[src/rtl/tcl_pkg.sv]
package tcl_pkg;
  typedef enum logic [1:0] {
    LD_IDLE  = 2'd0,
    LD_SHIFT = 2'd1,
    LD_LATCH = 2'd2
  } ld_state_e;
endpackage

[src/rtl/tcl_pwm.sv]
module tcl_pwm #(
  parameter int STEP_CYC = 64
) (
  input  logic       clk,
  input  logic       rst_n,
  input  logic       freeze_i,
  input  logic [7:0] level_i,
  input  logic       blink_i,
  output logic       en_o
);
  logic       run;
  logic       step_tick;
  logic [7:0] cnt_q, cnt_d;
  logic [7:0] lvl_q, lvl_d;
  logic       blk_q, blk_d;

  assign run = !freeze_i;

  generate
    if (STEP_CYC > 1) begin : g_pre
      localparam int PW = $clog2(STEP_CYC);
      localparam logic [PW-1:0] PRE_LAST = PW'(STEP_CYC - 1);
      logic [PW-1:0] pre_q, pre_d;
      always_comb begin
        pre_d = pre_q;
        if (run) pre_d = (pre_q == PRE_LAST) ? '0 : pre_q + 1'b1;
      end
      always_ff @(posedge clk or negedge rst_n) begin
        if (!rst_n) pre_q <= '0;
        else        pre_q <= pre_d;
      end
      assign step_tick = run && (pre_q == PRE_LAST);
    end else begin : g_nopre
      assign step_tick = run;
    end
  endgenerate

  // period-boundary capture of level and blank
  always_comb begin
    cnt_d = cnt_q;
    lvl_d = lvl_q;
    blk_d = blk_q;
    if (step_tick) begin
      cnt_d = cnt_q + 8'd1;
      if (cnt_q == 8'hFF) begin
        lvl_d = level_i;
        blk_d = blink_i;
      end
    end
  end

  always_ff @(posedge clk or negedge rst_n) begin
    if (!rst_n) begin
      cnt_q <= '0;
      lvl_q <= '0;
      blk_q <= 1'b0;
    end else begin
      cnt_q <= cnt_d;
      lvl_q <= lvl_d;
      blk_q <= blk_d;
    end
  end

  assign en_o = !blk_q && (cnt_q < lvl_q);

  // enable holds across cycles of a running transfer
  p_en_frozen_r9: assert property (@(posedge clk) disable iff (!rst_n)
    (freeze_i && $past(freeze_i)) |-> $stable(en_o));

  // level only changes when the step wraps to 0
  p_lvl_wrap_r7: assert property (@(posedge clk) disable iff (!rst_n)
    (cnt_q != 8'd0) |-> $stable(lvl_q));
endmodule

[src/rtl/tcl_shifter.sv]
module tcl_shifter
  import tcl_pkg::*;
#(
  parameter int CHAIN_BITS = 4096,
  parameter int ADDR_W     = 12,
  parameter int HALF_CYC   = 32
) (
  input  logic              clk,
  input  logic              rst_n,
  input  logic              start_i,
  output logic [ADDR_W-1:0] fb_addr_o,
  input  logic              fb_data_i,
  output logic              sclk_o,
  output logic              si_o,
  output logic              lat_o,
  output logic              busy_o,
  output logic              done_o
);
  localparam int PH_W = $clog2(2 * HALF_CYC);
  localparam logic [PH_W-1:0]   PH_LAST  = PH_W'(2 * HALF_CYC - 1);
  localparam logic [PH_W-1:0]   PH_HIGH  = PH_W'(HALF_CYC);
  localparam logic [PH_W-1:0]   PH_GRAB  = PH_W'(1);
  localparam logic [ADDR_W-1:0] BIT_LAST = ADDR_W'(CHAIN_BITS - 1);

  ld_state_e         state_q, state_d;
  logic [PH_W-1:0]   ph_q, ph_d;
  logic [ADDR_W-1:0] bit_q, bit_d;
  logic              si_q, si_d;
  logic              done_q, done_d;
  logic              cnt_en;

  // counters only move while a frame runs or starts
  assign cnt_en = (state_q != LD_IDLE) || start_i;

  always_comb begin
    state_d = state_q;
    ph_d    = ph_q;
    bit_d   = bit_q;
    si_d    = si_q;
    done_d  = 1'b0;
    unique case (state_q)
      LD_IDLE: begin
        if (start_i) begin
          state_d = LD_SHIFT;
          ph_d    = '0;
          bit_d   = '0;
        end
      end
      LD_SHIFT: begin
        if (ph_q == PH_GRAB) si_d = fb_data_i;
        if (ph_q == PH_LAST) begin
          ph_d = '0;
          if (bit_q == BIT_LAST) state_d = LD_LATCH;
          else                   bit_d   = bit_q + 1'b1;
        end else begin
          ph_d = ph_q + 1'b1;
        end
      end
      LD_LATCH: begin
        if (ph_q == PH_LAST) begin
          ph_d    = '0;
          state_d = LD_IDLE;
          done_d  = 1'b1;
        end else begin
          ph_d = ph_q + 1'b1;
        end
      end
      default: state_d = LD_IDLE;
    endcase
  end

  always_ff @(posedge clk or negedge rst_n) begin
    if (!rst_n) begin
      state_q <= LD_IDLE;
      ph_q    <= '0;
      bit_q   <= '0;
      si_q    <= 1'b0;
      done_q  <= 1'b0;
    end else begin
      state_q <= state_d;
      done_q  <= done_d;
      si_q    <= si_d;
      if (cnt_en) begin
        ph_q  <= ph_d;
        bit_q <= bit_d;
      end
    end
  end

  assign fb_addr_o = bit_q;
  assign si_o      = si_q;
  assign sclk_o    = (state_q == LD_SHIFT) && (ph_q >= PH_HIGH);
  assign lat_o     = (state_q == LD_LATCH);
  assign busy_o    = (state_q != LD_IDLE);
  assign done_o    = done_q;

  // data never moves while the shift clock is high
  p_si_stable_r3: assert property (@(posedge clk) disable iff (!rst_n)
    sclk_o |-> $stable(si_o));

  // every frame begins at address 0
  p_addr_start_r3: assert property (@(posedge clk) disable iff (!rst_n)
    $rose(busy_o) |-> (fb_addr_o == '0));

  // latch opens straight after a high shift phase
  p_lat_after_shift_r4: assert property (@(posedge clk) disable iff (!rst_n)
    $rose(lat_o) |-> $past(sclk_o));

  // done only after latch has closed
  p_done_after_lat_r5: assert property (@(posedge clk) disable iff (!rst_n)
    done_o |-> ($past(lat_o) && !lat_o && !busy_o));
endmodule

[src/rtl/tile_chain_loader.sv]
module tile_chain_loader #(
  parameter int SYS_CLK_HZ   = 250_000_000,
  parameter int SCLK_MAX_HZ  = 4_000_000,
  parameter int HALF_REQ     = 32,
  parameter int TILE_DOTS    = 256,
  parameter int TILE_COLS    = 16,
  parameter int TILE_ROWS    = 1,
  parameter int PWM_STEP_CYC = 64,
  localparam int CHAIN_BITS  = TILE_DOTS * TILE_COLS * TILE_ROWS,
  localparam int ADDR_W      = (CHAIN_BITS > 1) ? $clog2(CHAIN_BITS) : 1
) (
  input  logic              clk,
  input  logic              rst_n,
  input  logic              start_i,
  input  logic [7:0]        level_i,
  input  logic              blink_i,
  output logic [ADDR_W-1:0] fb_addr_o,
  input  logic              fb_data_i,
  output logic              sclk_o,
  output logic              si_o,
  output logic              lat_o,
  output logic              en_o,
  output logic              busy_o,
  output logic              done_o
);
  // half period clamped so the serial clock never exceeds its limit
  localparam int HALF_MIN = (SYS_CLK_HZ + 2 * SCLK_MAX_HZ - 1) / (2 * SCLK_MAX_HZ);
  localparam int HALF_A   = (HALF_REQ > HALF_MIN) ? HALF_REQ : HALF_MIN;
  localparam int HALF_CYC = (HALF_A > 3) ? HALF_A : 3;

  logic busy_w;

  tcl_shifter #(
    .CHAIN_BITS(CHAIN_BITS),
    .ADDR_W    (ADDR_W),
    .HALF_CYC  (HALF_CYC)
  ) u_shift (
    .clk      (clk),
    .rst_n    (rst_n),
    .start_i  (start_i),
    .fb_addr_o(fb_addr_o),
    .fb_data_i(fb_data_i),
    .sclk_o   (sclk_o),
    .si_o     (si_o),
    .lat_o    (lat_o),
    .busy_o   (busy_w),
    .done_o   (done_o)
  );

  tcl_pwm #(
    .STEP_CYC(PWM_STEP_CYC)
  ) u_pwm (
    .clk     (clk),
    .rst_n   (rst_n),
    .freeze_i(busy_w),
    .level_i (level_i),
    .blink_i (blink_i),
    .en_o    (en_o)
  );

  assign busy_o = busy_w;
endmodule

[config.mk]
export PLATFORM = sky130hd
export DESIGN_NAME = tile_chain_loader
export DESIGN_NICKNAME = d
export VERILOG_FILES = /design/src/rtl/tcl_pkg.sv /design/src/rtl/tcl_pwm.sv /design/src/rtl/tcl_shifter.sv /design/src/rtl/tile_chain_loader.sv
export SDC_FILE = /design/constraint.sdc
export NUM_CORES = 1
export LEC_CHECK = 0
export ABC_CLOCK_PERIOD_IN_PS = 5600
export BUFFER_PORTS_ARGS = -buffer_cell sky130_fd_sc_hd__buf_2
export CORE_ASPECT_RATIO = 1.4
export CORE_UTILIZATION = 53
export DETAILED_ROUTE_END_ITERATION = 8
export PLACE_DENSITY_LB_ADDON = 0.05
export SYNTH_ARGS = -nofsm -noshare
export SYNTH_HDL_FRONTEND = slang
export SYNTH_SLANG_ARGS = --single-unit
[constraint.sdc]
create_clock -name clk -period 5.6 [get_ports clk]
set_clock_uncertainty 0.15 [all_clocks]
set_input_delay 0.56 -clock clk [delete_from_list [all_inputs] [get_ports clk]]
set_output_delay 0.56 -clock clk [all_outputs]
set_load 0.01 [all_outputs]
* Yosys cells after proc, flatten, opt, wreduce, memory -nomap -nowiden
Cells that the tools add are included.
Storage, ports and cells: flip-flop bits (word level) 45, input port bits 13, output and inout port bits 18, logic and storage cells 58
Cells by class: $add $sub $neg 4, order comparisons 2, eq/ne operators 12, mux-type cells 15, reductions and logical operators 16
Operators with widths (number):
- 2-to-1 mux 12 bit | 3
- one-hot mux 12 bit (2 select lines) | 1
- 2-to-1 mux 6 bit | 3
- adder 12 x 1 -> 12 bit, second input constant | 1
- adder 6 x 1 -> 6 bit, second input constant | 2
- == test 12 bit, second input constant | 1
- == test 6 bit, second input constant | 2
- one-hot mux 6 bit (2 select lines) | 1
- adder 8 x 1 -> 8 bit, second input constant | 1
- == test 8 bit, second input constant | 1
- less-than comparator 8 bit | 1
- 2-to-1 mux 2 bit | 4
- == test 6 x 1 -> 1 bit, second input constant | 1
- >= comparator 6 bit, second input constant | 1
- != test 2 x 1 -> 1 bit, second input constant | 3
- one-hot mux 2 bit (3 select lines) | 1
- nonzero test 2 bit | 3
- AND reduction 5 bit | 1
- != test 2 bit, second input constant | 2
- AND reduction 2 bit | 2
- AND reduction 4 bit | 1
- logical AND 1 bit | 3
- AND reduction 3 bit | 1
- == test 2 x 1 -> 1 bit, second input constant | 1
- other kinds (6) | 8

* Depth between registers and ports, before layout
depth in word-level cells 4, gate-level depth with buffers 8, mapped depth without buffers 7

* Cells and area by module
A second synthesis with hierarchy kept.
Second synthesis, totals: cell total of the unflattened synthesis 249, area total of the unflattened synthesis 2558.7 sq um
Modules (own cells, without submodules):
- tcl_shifter | times used 1, cells an instance 149, area each 1376.3 sq um, sequential area each 550.5 sq um
- tcl_pwm | times used 1, cells an instance 100, area each 1182.4 sq um, sequential area each 575.6 sq um

* Worst setup path before layout
No wires, ideal clock.
path kind reg2reg, from reg u_shift.state_q[0], to reg u_pwm.blk_q, setup time 0.125 ns, arrival 1.892 ns, required time 5.325 ns, path slack 3.433 ns, stages on the path, launching flop included 8, buffers on the path 0, period minus slack after synthesis 2.167 ns, cells stage by stage dfrtp_1 inv_1 ha_1 nand3_2 nor2_4 nand3_2 nor4_4 mux2_2
On the way: cells in the longest elaborated chain, start to end 4
RTL lines:
- start: declaration | RTL line tcl_shifter.sv:25 | ld_state_e state_q, state_d;
- start signal: assignment | RTL line tcl_shifter.sv:80 | state_q <= state_d;
- nonzero test 2 bit | RTL line tcl_shifter.sv:94 | assign busy_o = (state_q != LD_IDLE);
- zero test 1 bit | RTL line tcl_pwm.sv:17 | assign run = !freeze_i;
- logical AND 1 bit | RTL line tcl_pwm.sv:32 | assign step_tick = run && (pre_q == PRE_LAST);
- AND reduction 2 bit (no line)
- end signal: assignment | RTL line tcl_pwm.sv:60 | blk_q <= blk_d;
- end: declaration | RTL line tcl_pwm.sv:15 | logic blk_q, blk_d;
No other way between the ends. A chain may end at the register's enable or synchronous reset.

* Final worst setup path
from reg u_shift.state_q[0], to reg u_pwm.lvl_q[4]
On the way: cells in the longest elaborated chain, start to end 4
RTL lines:
- nonzero test 2 bit | RTL line tcl_shifter.sv:94
- zero test 1 bit | RTL line tcl_pwm.sv:17
- logical AND 1 bit | RTL line tcl_pwm.sv:32
- AND reduction 2 bit (no line)
- end signal: assignment | RTL line tcl_pwm.sv:59 | lvl_q <= lvl_d;
- end: declaration | RTL line tcl_pwm.sv:14 | logic [7:0] lvl_q, lvl_d;
No other way between the ends.

==> impl_metrics.env <==
export IMPL_p_per_area_mw_per_mm2=243
export IMPL_p_int_w=0.000511
export IMPL_rows=28
export IMPL_drc_errors=0
export IMPL_cts_resized_gates=0
export IMPL_crit_cells=7
export IMPL_ioPinCount=31
export IMPL_total_power_w=0.000666
export IMPL_grt_ovfl_total=0
export IMPL_irDropWorstVdd_v=0.000330
export IMPL_fin_cells=333
export IMPL_ys_seq_area_share_pct=46.7
export IMPL_core_sq_mm=0.00431
export IMPL_finalWirelength_um=4600
export IMPL_antenna_cells=0
export IMPL_clock_latency_ns=0.29
export IMPL_synth_nets=267
export IMPL_grtUsageTotal_pct=21.2
export IMPL_clkPwrFrac_pct=37.7
export IMPL_path_cells="inv_1, ha_1, nand3_2, nor2_4, nand3_2, nor4_4, mux2_2"
export IMPL_synthTopCellsByArea="dfrtp_1 (47%), ha_1 (8.3%), mux2_2 (6.1%), o21ai_0 (3.9%), nand4_1 (3.1%)"
export IMPL_portBuffers=30
export IMPL_setup_tns_final_ns=0
export IMPL_p_switching_w=0.000155
export IMPL_reg2reg_slack_ns=2.94
export IMPL_synth_edf_count=0
export IMPL_async_flop_share_pct=100
export IMPL_htree_levels=2
export IMPL_drt_vias_per_instance=5.51
export IMPL_seq_area_sq_mm=0.00113
export IMPL_post_cts_buffers=0
export IMPL_worst_pin_slew_ns=0.996
export IMPL_start_util_pct=56.0
export IMPL_tritoncts="built"
export IMPL_cts_root_buf="clkbuf_8"
export IMPL_syn_inst=238
export IMPL_nNetsFinal=301
export IMPL_synth_top_cell_area_share_pct=46.7
export IMPL_netSwitchingFraction_pct=23.3
export IMPL_p_leak_nw=1.32
export IMPL_multi_input_area_sq_mm=0.00121
export IMPL_wl_per_cell_um=13.8
export IMPL_final_common_cell="dfrtp_1"
export IMPL_critPathRequiredTime_ns=5.63
export IMPL_critPathKind="reg -> reg"
export IMPL_slowest_delay_ns=0.55
export IMPL_clockBufferDepth=2
export IMPL_clkSinkCount=45
export IMPL_critical_path_buf_inv_count=1
export IMPL_max_freq_mhz=376
export IMPL_worstHoldPathType="in -> async"
export IMPL_grt_pass1_wl_um=7690
export IMPL_avgSynthCellArea_sq_um=10.1
export IMPL_slew_limit_headroom_pct=33.6
export IMPL_hold_viol_final=0
export IMPL_power_frac_comb_pct=7.8
export IMPL_grt_max_degree=46
export IMPL_fin_crit_sh_pct=47.5
export IMPL_dp_cells=325
export IMPL_hpwl_um=3350
export IMPL_first_global_vias=1784
export IMPL_ys_ff_latch=45
export IMPL_cts_hold_buf=0
export IMPL_nFillCells=371
export IMPL_maxCapViolations=0
export IMPL_ys_warn_count=0
export IMPL_path_common_cell="nand3_2"
export IMPL_die_w_um=59.0
export IMPL_antenna_found_initial=0
export IMPL_worstRegToRegCells=7
export IMPL_final_antenna_net_count=0
export IMPL_crit_slowest_cell="nor4_4"
export IMPL_period_needed_ns=2.66
export IMPL_drive_above_1_share_pct=19.8
export IMPL_die_area_sq_mm=0.00483
export IMPL_cp_end_kind="flip-flop"
export IMPL_cp_top_family="simple AND/OR/NAND/NOR gates"
export IMPL_crit_arrival_ns=2.69
export IMPL_syn_area_sq_mm=0.00241
export IMPL_setup_viol=0
export IMPL_gp_congestion=0.821
export IMPL_final_cell_mix="dfrtp_1 (45), buf_2 (30), nand2_1 (19), o21ai_0 (19), inv_1 (18)"
export IMPL_synth_top_area_cell="dfrtp_1"
export IMPL_p_seq_share_pct=54.5
export IMPL_r2r_end="u_pwm.lvl_q[4]"
export IMPL_ys_types=39
export IMPL_utilization_pct=63.6
export IMPL_slew_violations=0
export IMPL_cts_made_buffers=5
export IMPL_die_h_um=81.8
export IMPL_ys_flop_type="dfrtp_1"
export IMPL_rsz0062_at_grt="false"
export IMPL_clk_pin_slew_ns=0.09
export IMPL_first_pass_iters=4
export IMPL_num_vias=1834
export IMPL_start_kind="flip-flop"
export IMPL_area_growth_pct=13.7
export IMPL_drtIter0Drc=87
export IMPL_cp_max_fo=12
export IMPL_r2r_start="u_shift.state_q[0]"
export IMPL_status="finished, final reports clean"
metal layers:
metal / track usage, % / wire length [um] / vias up
met3: 3.94 / 119 / 2
met4: 7.38 / 29 / 0
met2: 38.9 / 2410 / 29
met1: 24.3 / 2040 / 883
li1: - / - / 920
met5: 0 / 0 / -
worst register-to-register path, delay by kind of cell (launching register included):
kind                       cells  cell delay (ns)
adders and majority gates      1             0.43
muxes                          1             0.41
buffers and inverters          1             0.10
and+or+nand+nor                4             1.07
DFF                            1             0.39
flip-flops by register name (all words and copies together) (netlist names):
name / count
u_shift.done_o: 1
u_shift.si_o: 1
u_pwm.g_pre.pre_q: 6
u_shift.state_q: 2
u_pwm.blk_q: 1
u_pwm.lvl_q: 8
u_shift.ph_q: 6
u_shift.fb_addr_o: 12
u_pwm.cnt_q: 8
synth_stat cells (all sizes together) (4+ instances only):
library cell and count:
dfrtp 45, or3 4, nor3 6, o21ai 19, and3 5, xnor2 8
nand3 13, nor2 14, a21oi 8, inv 18, mux2 13, a31oi 5
nand2 19, ha 16, nand4 12
power by group through the flow:
stage / clock, W / combinational (W) / sequential, W
after global placement: 0 / 0.0000527 / 0.000369
after floorplan: 0 / 0.0000312 / 0.000364
final: 0.000251 / 0.0000522 / 0.000363
after global routing: 0.000270 / 0.0000603 / 0.000367
after CTS: 0.000260 / 0.0000535 / 0.000363
after detailed placement: 0 / 0.0000531 / 0.000369
how the worst max path moves through the flow:
stage / from / endpoint / slack [ns]
floorplan: u_shift.state_q[0] / u_pwm.blk_q / 3.43
global placement: u_shift.state_q[0] / u_pwm.lvl_q[4] / 3.00
detailed placement: u_shift.state_q[0] / u_pwm.lvl_q[4] / 2.88
CTS: u_shift.state_q[0] / u_pwm.lvl_q[4] / 2.88
global route: u_shift.state_q[0] / u_shift.fb_addr_o[9] / 2.73
finish: u_shift.state_q[0] / u_pwm.lvl_q[4] / 2.94
area by class of cell:
class / count / share of cell area (%)
Clock inverter: 1 / 1.10
Inverter: 18 / 2.46
Multi-Input combinational cell: 172 / 44.0
Timing Repair Buffer: 30 / 5.48
Tap cell: 60 / 2.74
Clock buffer: 7 / 3.15
Sequential cell: 45 / 41.1
metrics by stage:
| stage | area (sq um) | worst slack, ns | hold slack (ns) |
|---|---|---|---|
| 2_1_floorplan | 2410 | 3.43 | 0.114 |
| 3_3_place_gp | 2630 | 3.00 | 0.339 |
| 3_5_place_dp | 2630 | 2.88 | 0.346 |
| 4_1_cts | 2740 | 2.88 | 0.307 |
| 5_1_grt | 2740 | 2.73 | 0.334 |
| 6_report | 2740 | 2.94 | 0.277 |
cell families after synthesis:
logic type / Yosys count / share of synthesized area, %
fa+ha+maj: 16 / 8.30
mux: 15 / 6.90
flops: 45 / 46.7
compound gates: 48 / 12.2
buf+inv: 21 / 3.27
xor+xnor: 11 / 4.00
simple gates: 82 / 18.6
No activity file was read; power rests on OpenSTA's default activity.
